<file path="src/rtl/extint_pkg.sv">
package extint_pkg;

  localparam int CFG_W     = 8;
  localparam int F_CODE_HI = 7;  // group 2/3 code, upper bit
  localparam int F_CODE_HL = 6;
  localparam int F_INV_HI  = 5;  // group 2 invert
  localparam int F_CODE_LH = 4;  // group 0/1 code, upper bit
  localparam int F_CODE_LL = 3;
  localparam int F_INV_LO  = 2;  // group 0 invert
  localparam int F_TOP_SEL = 1;  // dedicated pin edge select
  localparam int F_TOP_EN  = 0;  // dedicated pin enable
  localparam logic [1:0] LEVEL_MAX = 2'b11;

  typedef struct packed {
    logic rise;
    logic fall;
    logic lvl_hi;
    logic lvl_lo;
  } sense_t;

  function automatic sense_t decode_sense(input logic [1:0] code, input logic inv);
    sense_t m;
    m = '0;
    unique case (code)
      2'b00: begin
        m.lvl_lo = ~inv;
        m.lvl_hi = inv;
        m.fall   = ~inv;
        m.rise   = inv;
      end
      2'b01: begin
        m.rise = ~inv;
        m.fall = inv;
      end
      2'b10: begin
        m.fall = ~inv;
        m.rise = inv;
      end
      default: begin
        m.rise = 1'b1;
        m.fall = 1'b1;
      end
    endcase
    return m;
  endfunction

endpackage

</file>
<file path="src/rtl/extint_sync.sv">
module extint_sync #(
  parameter int   W      = 4,
  parameter int   STAGES = 2,
  parameter logic IDLE   = 1'b1
) (
  input  logic         clk,
  input  logic         rst_n,
  input  logic [W-1:0] d,
  output logic [W-1:0] q
);

  logic [STAGES-1:0][W-1:0] stg_q;

  always_ff @(posedge clk or negedge rst_n) begin
    if (!rst_n) begin
      stg_q <= {STAGES{{W{IDLE}}}};
    end else begin
      stg_q[0] <= d;
      for (int s = 1; s < STAGES; s++) begin
        stg_q[s] <= stg_q[s-1];
      end
    end
  end

  assign q = stg_q[STAGES-1];

endmodule

</file>
<file path="src/rtl/extint_cfg_reg.sv">
module extint_cfg_reg
  import extint_pkg::*;
(
  input  logic             clk,
  input  logic             rst_n,
  input  logic             wr_en,
  input  logic [CFG_W-1:0] wr_data,
  input  logic [1:0]       cpu_level,
  output logic [CFG_W-1:0] cfg
);

  logic [CFG_W-1:0] cfg_q;
  logic [CFG_W-1:0] cfg_d;
  logic             lvl_ok;

  assign lvl_ok = (cpu_level == LEVEL_MAX);

  always_comb begin
    cfg_d = cfg_q;
    if (wr_en) begin
      if (lvl_ok) begin
        cfg_d[F_CODE_HI:F_INV_LO] = wr_data[F_CODE_HI:F_INV_LO];
      end
      if (!cfg_q[F_TOP_EN]) begin
        cfg_d[F_TOP_SEL] = wr_data[F_TOP_SEL];
      end
      cfg_d[F_TOP_EN] = wr_data[F_TOP_EN];
    end
  end

  always_ff @(posedge clk or negedge rst_n) begin
    if (!rst_n) cfg_q <= '0;
    else        cfg_q <= cfg_d;
  end

  assign cfg = cfg_q;

  a_r3_level_lock: assert property (@(posedge clk) disable iff (!rst_n)
    (wr_en && cpu_level != LEVEL_MAX) |=> $stable(cfg_q[F_CODE_HI:F_INV_LO]));

  a_r4_sel_lock: assert property (@(posedge clk) disable iff (!rst_n)
    (wr_en && cfg_q[F_TOP_EN]) |=> $stable(cfg_q[F_TOP_SEL]));

  a_r4_en_free: assert property (@(posedge clk) disable iff (!rst_n)
    wr_en |=> (cfg_q[F_TOP_EN] == $past(wr_data[F_TOP_EN])));

  a_r2_hold: assert property (@(posedge clk) disable iff (!rst_n)
    !wr_en |=> $stable(cfg_q));

endmodule

</file>
<file path="src/rtl/extint_group_det.sv">
module extint_group_det
  import extint_pkg::*;
#(
  parameter int   W    = 4,
  parameter logic IDLE = 1'b1
) (
  input  logic         clk,
  input  logic         rst_n,
  input  sense_t       mode,
  input  logic [W-1:0] cur,
  output logic         req
);

  logic [W-1:0] prev_q;
  logic [W-1:0] ev;
  logic         req_q;
  logic         edge_only_rise;

  assign edge_only_rise = mode.rise && !mode.fall && !mode.lvl_hi && !mode.lvl_lo;

  for (genvar i = 0; i < W; i++) begin : g_pin
    assign ev[i] = (mode.rise   &  cur[i] & ~prev_q[i]) |
                   (mode.fall   & ~cur[i] &  prev_q[i]) |
                   (mode.lvl_hi &  cur[i])              |
                   (mode.lvl_lo & ~cur[i]);

    // a rising-only pin event never repeats on the next cycle
    a_r9_single_rise: assert property (@(posedge clk) disable iff (!rst_n)
      (ev[i] && edge_only_rise) |=> (!ev[i] || (mode != $past(mode))));
  end

  always_ff @(posedge clk or negedge rst_n) begin
    if (!rst_n) begin
      prev_q <= {W{IDLE}};
      req_q  <= 1'b0;
    end else begin
      prev_q <= cur;
      req_q  <= |ev;
    end
  end

  assign req = req_q;

  a_r10_level_hold: assert property (@(posedge clk) disable iff (!rst_n)
    (mode.lvl_lo && !(&cur)) |=> req_q);

endmodule

</file>
<file path="src/rtl/extint_sense_ctrl.sv">
module extint_sense_ctrl
  import extint_pkg::*;
#(
  parameter int   A_W         = 4,
  parameter int   B_W         = 8,
  parameter int   F_W         = 3,
  parameter int   SYNC_STAGES = 2,
  parameter logic PIN_IDLE    = 1'b1
) (
  input  logic             clk,
  input  logic             rst_n,
  input  logic             cfg_wr_en,
  input  logic [CFG_W-1:0] cfg_wr_data,
  output logic [CFG_W-1:0] cfg_rd_data,
  input  logic [1:0]       cpu_level,
  input  logic [A_W-1:0]   pin_a,
  input  logic [B_W-1:0]   pin_b,
  input  logic [F_W-1:0]   pin_f,
  input  logic             pin_top,
  output logic             irq_grp0,
  output logic             irq_grp1,
  output logic             irq_grp2,
  output logic             irq_grp3,
  output logic             irq_top
);

  localparam int B_HALF = B_W / 2;
  localparam int ALL_W  = A_W + B_W + F_W + 1;

  logic [CFG_W-1:0] cfg;
  logic [ALL_W-1:0] pins_raw;
  logic [ALL_W-1:0] pins_s;
  logic [A_W-1:0]   a_s;
  logic [B_W-1:0]   b_s;
  logic [F_W-1:0]   f_s;
  logic             top_s;
  sense_t           mode_g0, mode_g1, mode_g2, mode_g3, mode_top;

  extint_cfg_reg u_cfg (
    .clk       (clk),
    .rst_n     (rst_n),
    .wr_en     (cfg_wr_en),
    .wr_data   (cfg_wr_data),
    .cpu_level (cpu_level),
    .cfg       (cfg)
  );

  assign cfg_rd_data = cfg;

  assign pins_raw = {pin_top, pin_f, pin_b, pin_a};

  extint_sync #(.W(ALL_W), .STAGES(SYNC_STAGES), .IDLE(PIN_IDLE)) u_sync (
    .clk   (clk),
    .rst_n (rst_n),
    .d     (pins_raw),
    .q     (pins_s)
  );

  assign a_s   = pins_s[A_W-1:0];
  assign b_s   = pins_s[A_W+B_W-1:A_W];
  assign f_s   = pins_s[A_W+B_W+F_W-1:A_W+B_W];
  assign top_s = pins_s[ALL_W-1];

  always_comb begin
    mode_g0  = decode_sense(cfg[F_CODE_LH:F_CODE_LL], cfg[F_INV_LO]);
    mode_g1  = decode_sense(cfg[F_CODE_LH:F_CODE_LL], 1'b0);
    mode_g2  = decode_sense(cfg[F_CODE_HI:F_CODE_HL], cfg[F_INV_HI]);
    mode_g3  = decode_sense(cfg[F_CODE_HI:F_CODE_HL], 1'b0);
    mode_top = '0;
    mode_top.rise = cfg[F_TOP_EN] &  cfg[F_TOP_SEL];
    mode_top.fall = cfg[F_TOP_EN] & ~cfg[F_TOP_SEL];
  end

  extint_group_det #(.W(A_W), .IDLE(PIN_IDLE)) u_det0 (
    .clk(clk), .rst_n(rst_n), .mode(mode_g0), .cur(a_s), .req(irq_grp0));

  extint_group_det #(.W(F_W), .IDLE(PIN_IDLE)) u_det1 (
    .clk(clk), .rst_n(rst_n), .mode(mode_g1), .cur(f_s), .req(irq_grp1));

  extint_group_det #(.W(B_HALF), .IDLE(PIN_IDLE)) u_det2 (
    .clk(clk), .rst_n(rst_n), .mode(mode_g2), .cur(b_s[B_HALF-1:0]), .req(irq_grp2));

  extint_group_det #(.W(B_W-B_HALF), .IDLE(PIN_IDLE)) u_det3 (
    .clk(clk), .rst_n(rst_n), .mode(mode_g3), .cur(b_s[B_W-1:B_HALF]), .req(irq_grp3));

  extint_group_det #(.W(1), .IDLE(PIN_IDLE)) u_dettop (
    .clk(clk), .rst_n(rst_n), .mode(mode_top), .cur(top_s), .req(irq_top));

  a_r5_top_off: assert property (@(posedge clk) disable iff (!rst_n)
    !cfg[F_TOP_EN] |=> !irq_top);

endmodule

</file>
<file path="config.mk">
export PLATFORM = sky130hd
export DESIGN_NAME = extint_sense_ctrl
export DESIGN_NICKNAME = d
export VERILOG_FILES = /design/src/rtl/extint_pkg.sv /design/src/rtl/extint_sync.sv /design/src/rtl/extint_cfg_reg.sv /design/src/rtl/extint_group_det.sv /design/src/rtl/extint_sense_ctrl.sv
export SDC_FILE = /design/constraint.sdc
export NUM_CORES = 1
export LEC_CHECK = 0
export ABC_AREA = 0
export BUFFER_PORTS_ARGS = -buffer_cell sky130_fd_sc_hd__buf_2
export CORE_MARGIN = 3
export CORE_UTILIZATION = 55
export CTS_BUF_LIST = sky130_fd_sc_hd__clkbuf_8
export DETAILED_ROUTE_END_ITERATION = 8
export PLACE_DENSITY_LB_ADDON = 0.12
export SYNTH_ARGS = -nofsm -noshare
export SYNTH_HDL_FRONTEND = slang
export SYNTH_SLANG_ARGS = --single-unit
</file>
<file path="constraint.sdc">
create_clock -name clk -period 2.4 [get_ports clk]
set_clock_uncertainty 0.05 [all_clocks]
set_input_delay 0 -clock clk [delete_from_list [all_inputs] [get_ports clk]]
set_output_delay 0 -clock clk [all_outputs]
set_load 0.1 [all_outputs]
</file>
# [Word level (Yosys, flattened, before mapping)]
# Cells that the tools add are included.
[classes] eq_ne=5 mux=8 bitwise_logic=178 reduce_logical=10
[ops] op="1-bit AND" n=89
[ops] op="1-bit OR" n=46
[ops] op="1-bit inverter" n=36
[ops] op="2-bit one-hot mux with 2 select lines" n=4
[ops] op="4-bit OR reduction" n=3
[ops] op="1-bit AND, first input constant" n=7
[ops] op="2-bit equality test, second input constant" n=3
[ops] op="2-bit by 1-bit equality test with 1-bit output, second input constant" n=2
[ops] op="2-bit zero test" n=2
[ops] op="2-bit two-way mux" n=2
[ops] op="2-bit AND reduction" n=2
[ops] op="2-bit OR reduction" n=2
[ops] op="3-bit OR reduction" n=1
[ops] op="1-bit two-way mux" n=2
[word_totals] regBits=61 input_bits=29 output_inout_bits=13 elab_cells=216

# [Longest topological paths before layout]
# Gate-level depths: netlist of the first run.
[logic_depth] ltp_word=9 depth_mapped=5 mapped_depth_nobuf=5

# [By module]
# Synthesis of the first run repeated with hierarchy kept, for this count alone.
[unflattened] hier_cells=161 area_unflattened_um2=2319.7
[modules_own_cells] mod="extint_sync" instances=1 cells_per_inst=48 area_each_um2=960.9 seq_area_each_um2=840.8
[modules_own_cells] mod="extint_group_det (u_det0 ...)" instances=3 cells_per_inst=19 area_each_um2=226.5 seq_area_each_um2=130.1
[modules_own_cells] mod="extint_cfg_reg" instances=1 cells_per_inst=18 area_each_um2=306.5 seq_area_each_um2=200.2
[modules_own_cells] mod="extint_group_det (u_det1)" instances=1 cells_per_inst=15 area_each_um2=173.9 seq_area_each_um2=103.8
[modules_own_cells] mod="extint_sense_ctrl" instances=1 cells_per_inst=17 area_each_um2=116.4 seq_area_each_um2=0.0
[modules_own_cells] mod="extint_group_det (u_dettop)" instances=1 cells_per_inst=6 area_each_um2=82.6 seq_area_each_um2=51.3

# [Worst setup path before layout of the first run]
# No wires, ideal clock.
[synth_timing] path_kind="reg2reg" from="register u_cfg.cfg_q[5], in the netlist u_cfg.cfg[5]" to="register u_det2.req_q, in the netlist u_det2.req" setup_ns=0.123 arrival_ns=1.748 t_required_ns=2.227 setup_slack_ns=0.479 path_stages_with_launch=5 n_path_buf=0 synth_period_minus_slack_ns=1.921 path_cell_list="dfrtp_1 > inv_1 > nor4_1 > o21ai_0 > a22o_1"
[synth_via] elab_chain_len=8 word_cells_on_any_way=40 classes_between="mux (2); bitwise (37); reduce/logical (1)"
[synth_rtl] item="start: declaration" line="extint_cfg_reg.sv:12" source="logic [CFG_W-1:0] cfg_q;"
[synth_rtl] item="start signal: assignment" line="extint_cfg_reg.sv:33" source="else cfg_q <= cfg_d;"
[synth_rtl] item="1-bit inverter"
[synth_rtl] item="2-bit one-hot mux with 2 select lines" line="extint_pkg.sv:24" source="unique case (code)"
[synth_rtl] item="1-bit AND (on tied branches) (2 in a row)" line="extint_group_det.sv:22, extint_group_det.sv:23"
[synth_rtl] item="1-bit OR" line="extint_group_det.sv:22" source="assign ev[i] = (mode.rise & cur[i] & ~prev_q[i]) |"
[synth_rtl] item="1-bit OR" line="extint_group_det.sv:23" source="(mode.fall & ~cur[i] & prev_q[i]) |"
[synth_rtl] item="1-bit OR" line="extint_group_det.sv:24" source="(mode.lvl_hi & cur[i]) |"
[synth_rtl] item="4-bit OR reduction *" line="extint_group_det.sv:38" source="req_q <= |ev;"
[synth_rtl] item="end signal: assignment" line="extint_group_det.sv:38"
[synth_rtl] item="end: declaration" line="extint_group_det.sv:16" source="logic req_q;"
# Mark *: on every way between the ends. The rest lies on a longest branch, timed or not.
# A chain may end at the register's enable or synchronous reset.

# [Final worst setup path of the first run]
[layout_timing] from="register u_det2.prev_q[1]" to="register u_det2.req_q, in the netlist u_det2.req"
[layout_via] elab_chain_len=6 word_cells_on_any_way=7 classes_between="bitwise (6); reduce/logical (1)"
[layout_rtl] item="start: declaration" line="extint_group_det.sv:14" source="logic [W-1:0] prev_q;"
[layout_rtl] item="start signal: assignment" line="extint_group_det.sv:34" source="prev_q <= {W{IDLE}};"
[layout_rtl] item="start signal: assignment" line="extint_group_det.sv:37" source="prev_q <= cur;"
[layout_rtl] item="1-bit inverter" line="extint_group_det.sv:22"
[layout_rtl] item="1-bit AND" line="extint_group_det.sv:22"
[layout_rtl] item="1-bit OR *" line="extint_group_det.sv:22"
[layout_rtl] item="1-bit OR *" line="extint_group_det.sv:23"
[layout_rtl] item="1-bit OR *" line="extint_group_det.sv:24"
[layout_rtl] item="4-bit OR reduction *" line="extint_group_det.sv:38"
# Marks and branches as above.

==> out/results.ini, run 1 <==
[worst_setup_path]
critPathSlowestCell = dfstp_2
crit_arrival_ns = 1.92
crit_fanout = 3
cp.required_ns = 2.57
crit_path_end_kind = flip-flop
timing.critical_path.cells = and2b_1 -> a2111o_1 -> a221o_1 -> a22o_1
crit_type = reg2reg
slowest_delay_ns = 0.53
r2r_slack_ns = 0.65
cp-start-kind = flip-flop

[routing]
drt-pass1-iter-count = 4
drc = 0
vias_per_cell = 4.99
drt_iter0_drc = 36
post_drt_wl_per_cell_um = 14.0
vias = 1348
finalWirelength_mm = 3.78
ant_nets = 0

[cts]
clock-root-buffer = clkbuf_8
cts_setup_buffers = 0
cts_tree = yes
clk_pin_slew_ns = 0.06
cts_buffers = 9
postCtsResizedCells = 0
cts_buffer_depth = 2
cts_max_level = 3
clk_latency_ns = 0.32
clock_sinks = 61

[run]
maxCapViolCount = 0

[synth]
synth_fp_nets = 168
synth_seq_cells = 61
syn_area_um2 = 2110
avgSynthCellArea_um2 = 15.1
netlist_instances = 139
ys_seq_area_share_pct = 75.3
ys_warn_count = 0
synth.distinct_cells = 35

[outcome]
status = completed

[grt]
grt-ovfl-total = 0
grt_max_degree = 37
grt_pass1_vias = 1373
grt.total_usage_pct = 19.5
grt_pass1_wl_mm = 6.11
grt_antenna_before_repair = 0

[placed_design]
io_buffers = 41
routabilityCongestion = 0.762
dpl_cell_area_um2 = 2380
dp_hpwl_mm = 2.27
dp_slack_ns = 0.661

[floorplanning]
coreArea_um2 = 3520
die_w_um = 67.9
rows = 21
start_util_pct = 59.8
die_h_um = 67.9
dieArea_um2 = 4610
io_pins = 42

[sta]
slew_violations = 0
whs_ns = 0.0791
final.setup.tns_ns = 0
tightestPinTransition_ns = 0.488
hold_viol_final = 0
fmax_ghz = 0.572
relSlewSlack_pct = 67.7
layout_min_cycle_time_ns = 1.75
rsz0062_at_grt = false
fin_ws_ns = 0.652
period_share_pct = 72.8
setup_viol = 0

[layout]
seq_area_um2 = 1590
finalInstanceArea_um2 = 2840
drive_above_1_share_pct = 49.1
fill_cells = 198
multiInputGateArea_um2 = 463
layout_commonest_cell = dfstp_2
area_growth_pct = 34.6
antenna_cells = 0
layout_common_cells = dfstp_2 (48), buf_2 (41), dlygate4sd3_1 (26)
post-route-util_pct = 80.5
nets = 248

[hold_path]
hold_path.class = in2reg

[power]
p_leak_nw = 1.27
p_per_area_nw_per_um2 = 930
ir_worst_vdd_uv = 760

layout make-up:
type                            count  share of cell area [%]
Clock buffer                       10                    4.85
Clock inverter                      6                    1.90
Inverter                           15                    1.99
Multi-Input combinational cell     63                    16.3
Sequential cell                    61                    56.0
Tap cell                           46                    2.03
Timing Repair Buffer               69                    16.9
synthesized netlist by cell type (all sizes together):
cell     number  area (um^2)
nor4          1         6.26
and2b         2         16.3
a32o          1         10.0
and4          1         8.76
and3          1         6.26
a22oi         2         15.0
a31oi         1         6.26
a2111o        1         11.3
a211oi        1         7.51
dfrtp        13          325
clkinv        2         7.51
nor4b         1         8.76
a221o         2         20.0
nor2b         5         46.3
o21ai         7         35.0
o21bai        1         7.51
and2          1         6.26
a21oi         1         5.00
dfstp        48         1260
nand2         5         18.8
nand3         2         10.0
o2bb2ai       2         17.5
nor2          5         18.8
o22ai         4         25.0
inv          13         48.8
mux2          8         90.1
a221oi        2         17.5
nand4         1         6.26
o221ai        2         17.5
o31ai         1         7.51
a22o          2         17.5
flip-flops by register name, indices dropped and copies added (netlist names):
name             cells
u_sync.stg_q        16
u_det0.req           1
u_dettop.prev_q      1
u_dettop.req         1
u_det0.prev_q        4
u_det2.prev_q        4
u_det3.prev_q        4
u_sync.q            16
u_det2.req           1
u_cfg.cfg            8
u_det3.req           1
u_det1.req           1
u_det1.prev_q        3
layer usage:
metal	track usage [%]	share of wire (%)
met1	21.3	41
met2	33.0	50
met3	10.0	7.0
met4	6.45	2.0
met5	0	0
per-stage QoR:
step	total power, mW	cells
2_1_floorplan	1.63	139
5_1_grt	2.76	270
6_report	2.64	270
3_3_place_gp	1.74	228
4_1_cts	2.66	270
3_5_place_dp	1.76	228
cells by family after synthesis:
family,share of synthesized area (%)
multiplexers,4.28
AO/OA/AOI/OAI,10.5
AND/OR/NAND/NOR,7.25
buffers and inverters,2.67
flip-flops,75.3
where the power goes:
part | switching, mW | total, mW | internal [mW]
clock | 0.366 | 0.862 | 0.496
combinational | 0.423 | 0.562 | 0.139
sequential | 0.0673 | 1.21 | 1.15
critical path: cells and delay by family (launching register included):
| family | cells | cell delay, ns |
|---|---|---|
| AND/OR/NAND/NOR | 1 | 0.17 |
| AO/OA/AOI/OAI | 3 | 0.88 |
| flip-flops | 1 | 0.53 |
path summary, 6_finish.rpt:
| path | start | to | depth (start not counted) |
|---|---|---|---|
| min in group asynchronous | rst_n | u_det3.req | 3 |
| max | u_det2.prev_q[1] | u_det2.req | 4 |
| min | cfg_wr_en | u_cfg.cfg[1] | 3 |
| max in group asynchronous | rst_n | u_det1.prev_q[0] | 3 |
| max reg2reg | u_det2.prev_q[1] | u_det2.req | 4 |
| min reg2reg | u_sync.stg_q[4] | u_sync.q[4] | 0 |
timing repair:
item / in CTS / in global routing
endpoints found under the hold margin: 85 / 0
hold buffers: 26 / 0
endpoints found under the setup margin: 0 / 0
Note: power is estimated with default switching activity, not from simulation.
==> run 2, diff against run 1 <==
Clock period 2.4 ns to 1.75 ns, I/O delays scaled along.
==> out/results.ini, run 2 (synthesis gave the netlist of run 1 again) <==
[worst_setup_path]
worstReg2RegStart = u_det2.prev_q[1]
crit_path_end_kind = flip-flop
timing.critical_path.cells = and2b_1 -> a2111o_1 -> a221o_1 -> a22o_1
slowest_delay_ns = 0.52
worstRegToRegCells = 4
cp_num_buf_inv = 0
cp-start-kind = flip-flop
r2r_slack_ns = 0.05
crit_arrival_ns = 1.86
crit_fanout = 3
r2r-end = u_det2.req
crit_type = reg2reg
cp.required_ns = 1.92
crit_family = compound AO/OA/AOI/OAI gates
critPathSlowestCell = dfstp_2

[cts]
clk_pin_slew_ns = 0.06
cts_tree = yes
postCtsResizedCells = 0
cts_max_level = 3
clock_sinks = 61
clk_latency_ns = 0.33
cts_buffers = 9
cts_buffer_depth = 2
clock-root-buffer = clkbuf_8

[layout]
drive_above_1_share_pct = 49.8
fill_cells = 193
antenna_cells = 0
layout_commonest_cell = dfstp_2
finalInstanceArea_um2 = 2840
seq_area_um2 = 1590
instances_no_fill = 269
area_growth_pct = 35.0
multiInputGateArea_um2 = 463
nets = 247
layout_common_cells = dfstp_2 (48), buf_2 (41), dlygate4sd3_1 (26)

[routing]
vias = 1349
drt_iter0_drc = 82
drc = 0
ant_nets = 0
vias_per_cell = 5.01
post_drt_wl_per_cell_um = 13.7
finalWirelength_mm = 3.69
drt-pass1-iter-count = 4

[floorplanning]
die_h_um = 67.9
dieArea_um2 = 4610
coreArea_um2 = 3520
rows = 21
die_w_um = 67.9
start_util_pct = 59.8
io_pins = 42

[sta]
slew_violations = 0
layout_min_cycle_time_ns = 1.70
fin_ws_ns = 0.0543
relSlewSlack_pct = 61.5
hold_viol_final = 0
tightestPinTransition_ns = 0.577
rsz0062_at_grt = false
period_share_pct = 96.9
whs_ns = 0.0529
setup_viol = 0
fmax_ghz = 0.590

[hold_path]
hold_depth = 3
whs_endpoint = u_cfg.cfg[1]
hold_path.class = in2reg
hp-start = cfg_wr_en

[outcome]
status = completed

[power]
internal-power_mw = 2.45
pwr-share-seq_pct = 46.1
pwr-share-comb_pct = 21.5
ir_worst_vdd_uv = 814
switchingPower_mw = 1.17
p_leak_nw = 1.27
sw_frac_of_total_pct = 32.3
p_clk_share_pct = 32.4
p_per_area_nw_per_um2 = 1270

[run]
maxCapViolCount = 0

[placed_design]
io_buffers = 41
dpl_cell_area_um2 = 2390
dp_slack_ns = 0.00116
dp_hpwl_mm = 2.41
dp_cells = 227
routabilityCongestion = 0.752

[grt]
grt_pass1_wl_mm = 6.20
grt_max_degree = 36
grt_antenna_before_repair = 0
grt_pass1_vias = 1407
grt-ovfl-total = 0
grt.total_usage_pct = 19.7

==> run 2: cell count changes in the layout (fill, tap and decap cells not counted) <==
| cell | before | now |
|---|---|---|
| buf_4 | 2 | 0 |
| dfrtp_1 | 13 | 11 |
| dfrtp_2 | 0 | 2 |
| buf_12 | 0 | 1 |
==> run 2: routing by layer <==
layer	vias up	GRT usage [%]	routed length (um)
li1	647	-	-
met1	649	21.2	1520
met2	42	31.6	1860
met3	11	9.85	229
met4	0	10.7	72
met5	-	0	0
==> run 2: worst reg2reg max path: stages (launching register included) <==
cell and delay, ns:
dfstp_2 0.52, and2b_1 0.17, a2111o_1 0.32, a221o_1 0.31, a22o_1 0.21
==> run 2: area by class of cell <==
cell class	instances	share of cell area, %
flip-flops and latches	61	55.9
clock buffers	10	4.84
repair buffers	68	17.1
clock inverters	6	1.89
inverters	15	1.98
multi-input cells	63	16.3
well taps	46	2.02
==> run 2: worst max-delay path by stage <==
| stage | from | to | slack, ns | depth (start not counted) |
|---|---|---|---|---|
| 5_1_grt | u_det2.prev_q[2] | u_det2.req | 0.008 | 4 |
| 3_3_place_gp | u_det2.prev_q[1] | u_det2.req | 0.06 | 4 |
| 4_1_cts | u_det2.prev_q[3] | u_det2.req | 0.04 | 4 |
| 3_5_place_dp | u_det2.prev_q[1] | u_det2.req | 0.001 | 4 |
| 2_1_floorplan | u_cfg.cfg[7] | u_det2.req | -0.007 | 3 |
| 6_report | u_det2.prev_q[1] | u_det2.req | 0.05 | 4 |
==> run 2: power groups by stage <==
stage	Clock [mW]	Sequential [mW]	Combinational (mW)
3_5_place_dp	0	1.69	0.731
2_1_floorplan	0	2.10	0.138
3_3_place_gp	0	1.68	0.715
5_1_grt	1.27	1.68	0.823
4_1_cts	1.21	1.67	0.778
6_report	1.17	1.67	0.777
==> run 2: metrics by stage <==
stage          power, mW  utilization (%)  setup TNS [ns]
4_1_cts             3.65             80.7               0
3_3_place_gp        2.39             67.9               0
6_report            3.61             80.7               0
5_1_grt             3.78             80.7               0
2_1_floorplan       2.24                -        -0.00748
3_5_place_dp        2.42             67.9               0
==> run 2: repair_timing <==
item,in CTS,in global routing
buffers inserted,0,0
endpoints found under the hold margin,50,0
setup endpoints to repair,1,1
pin swaps,1,1
hold buffers,26,0
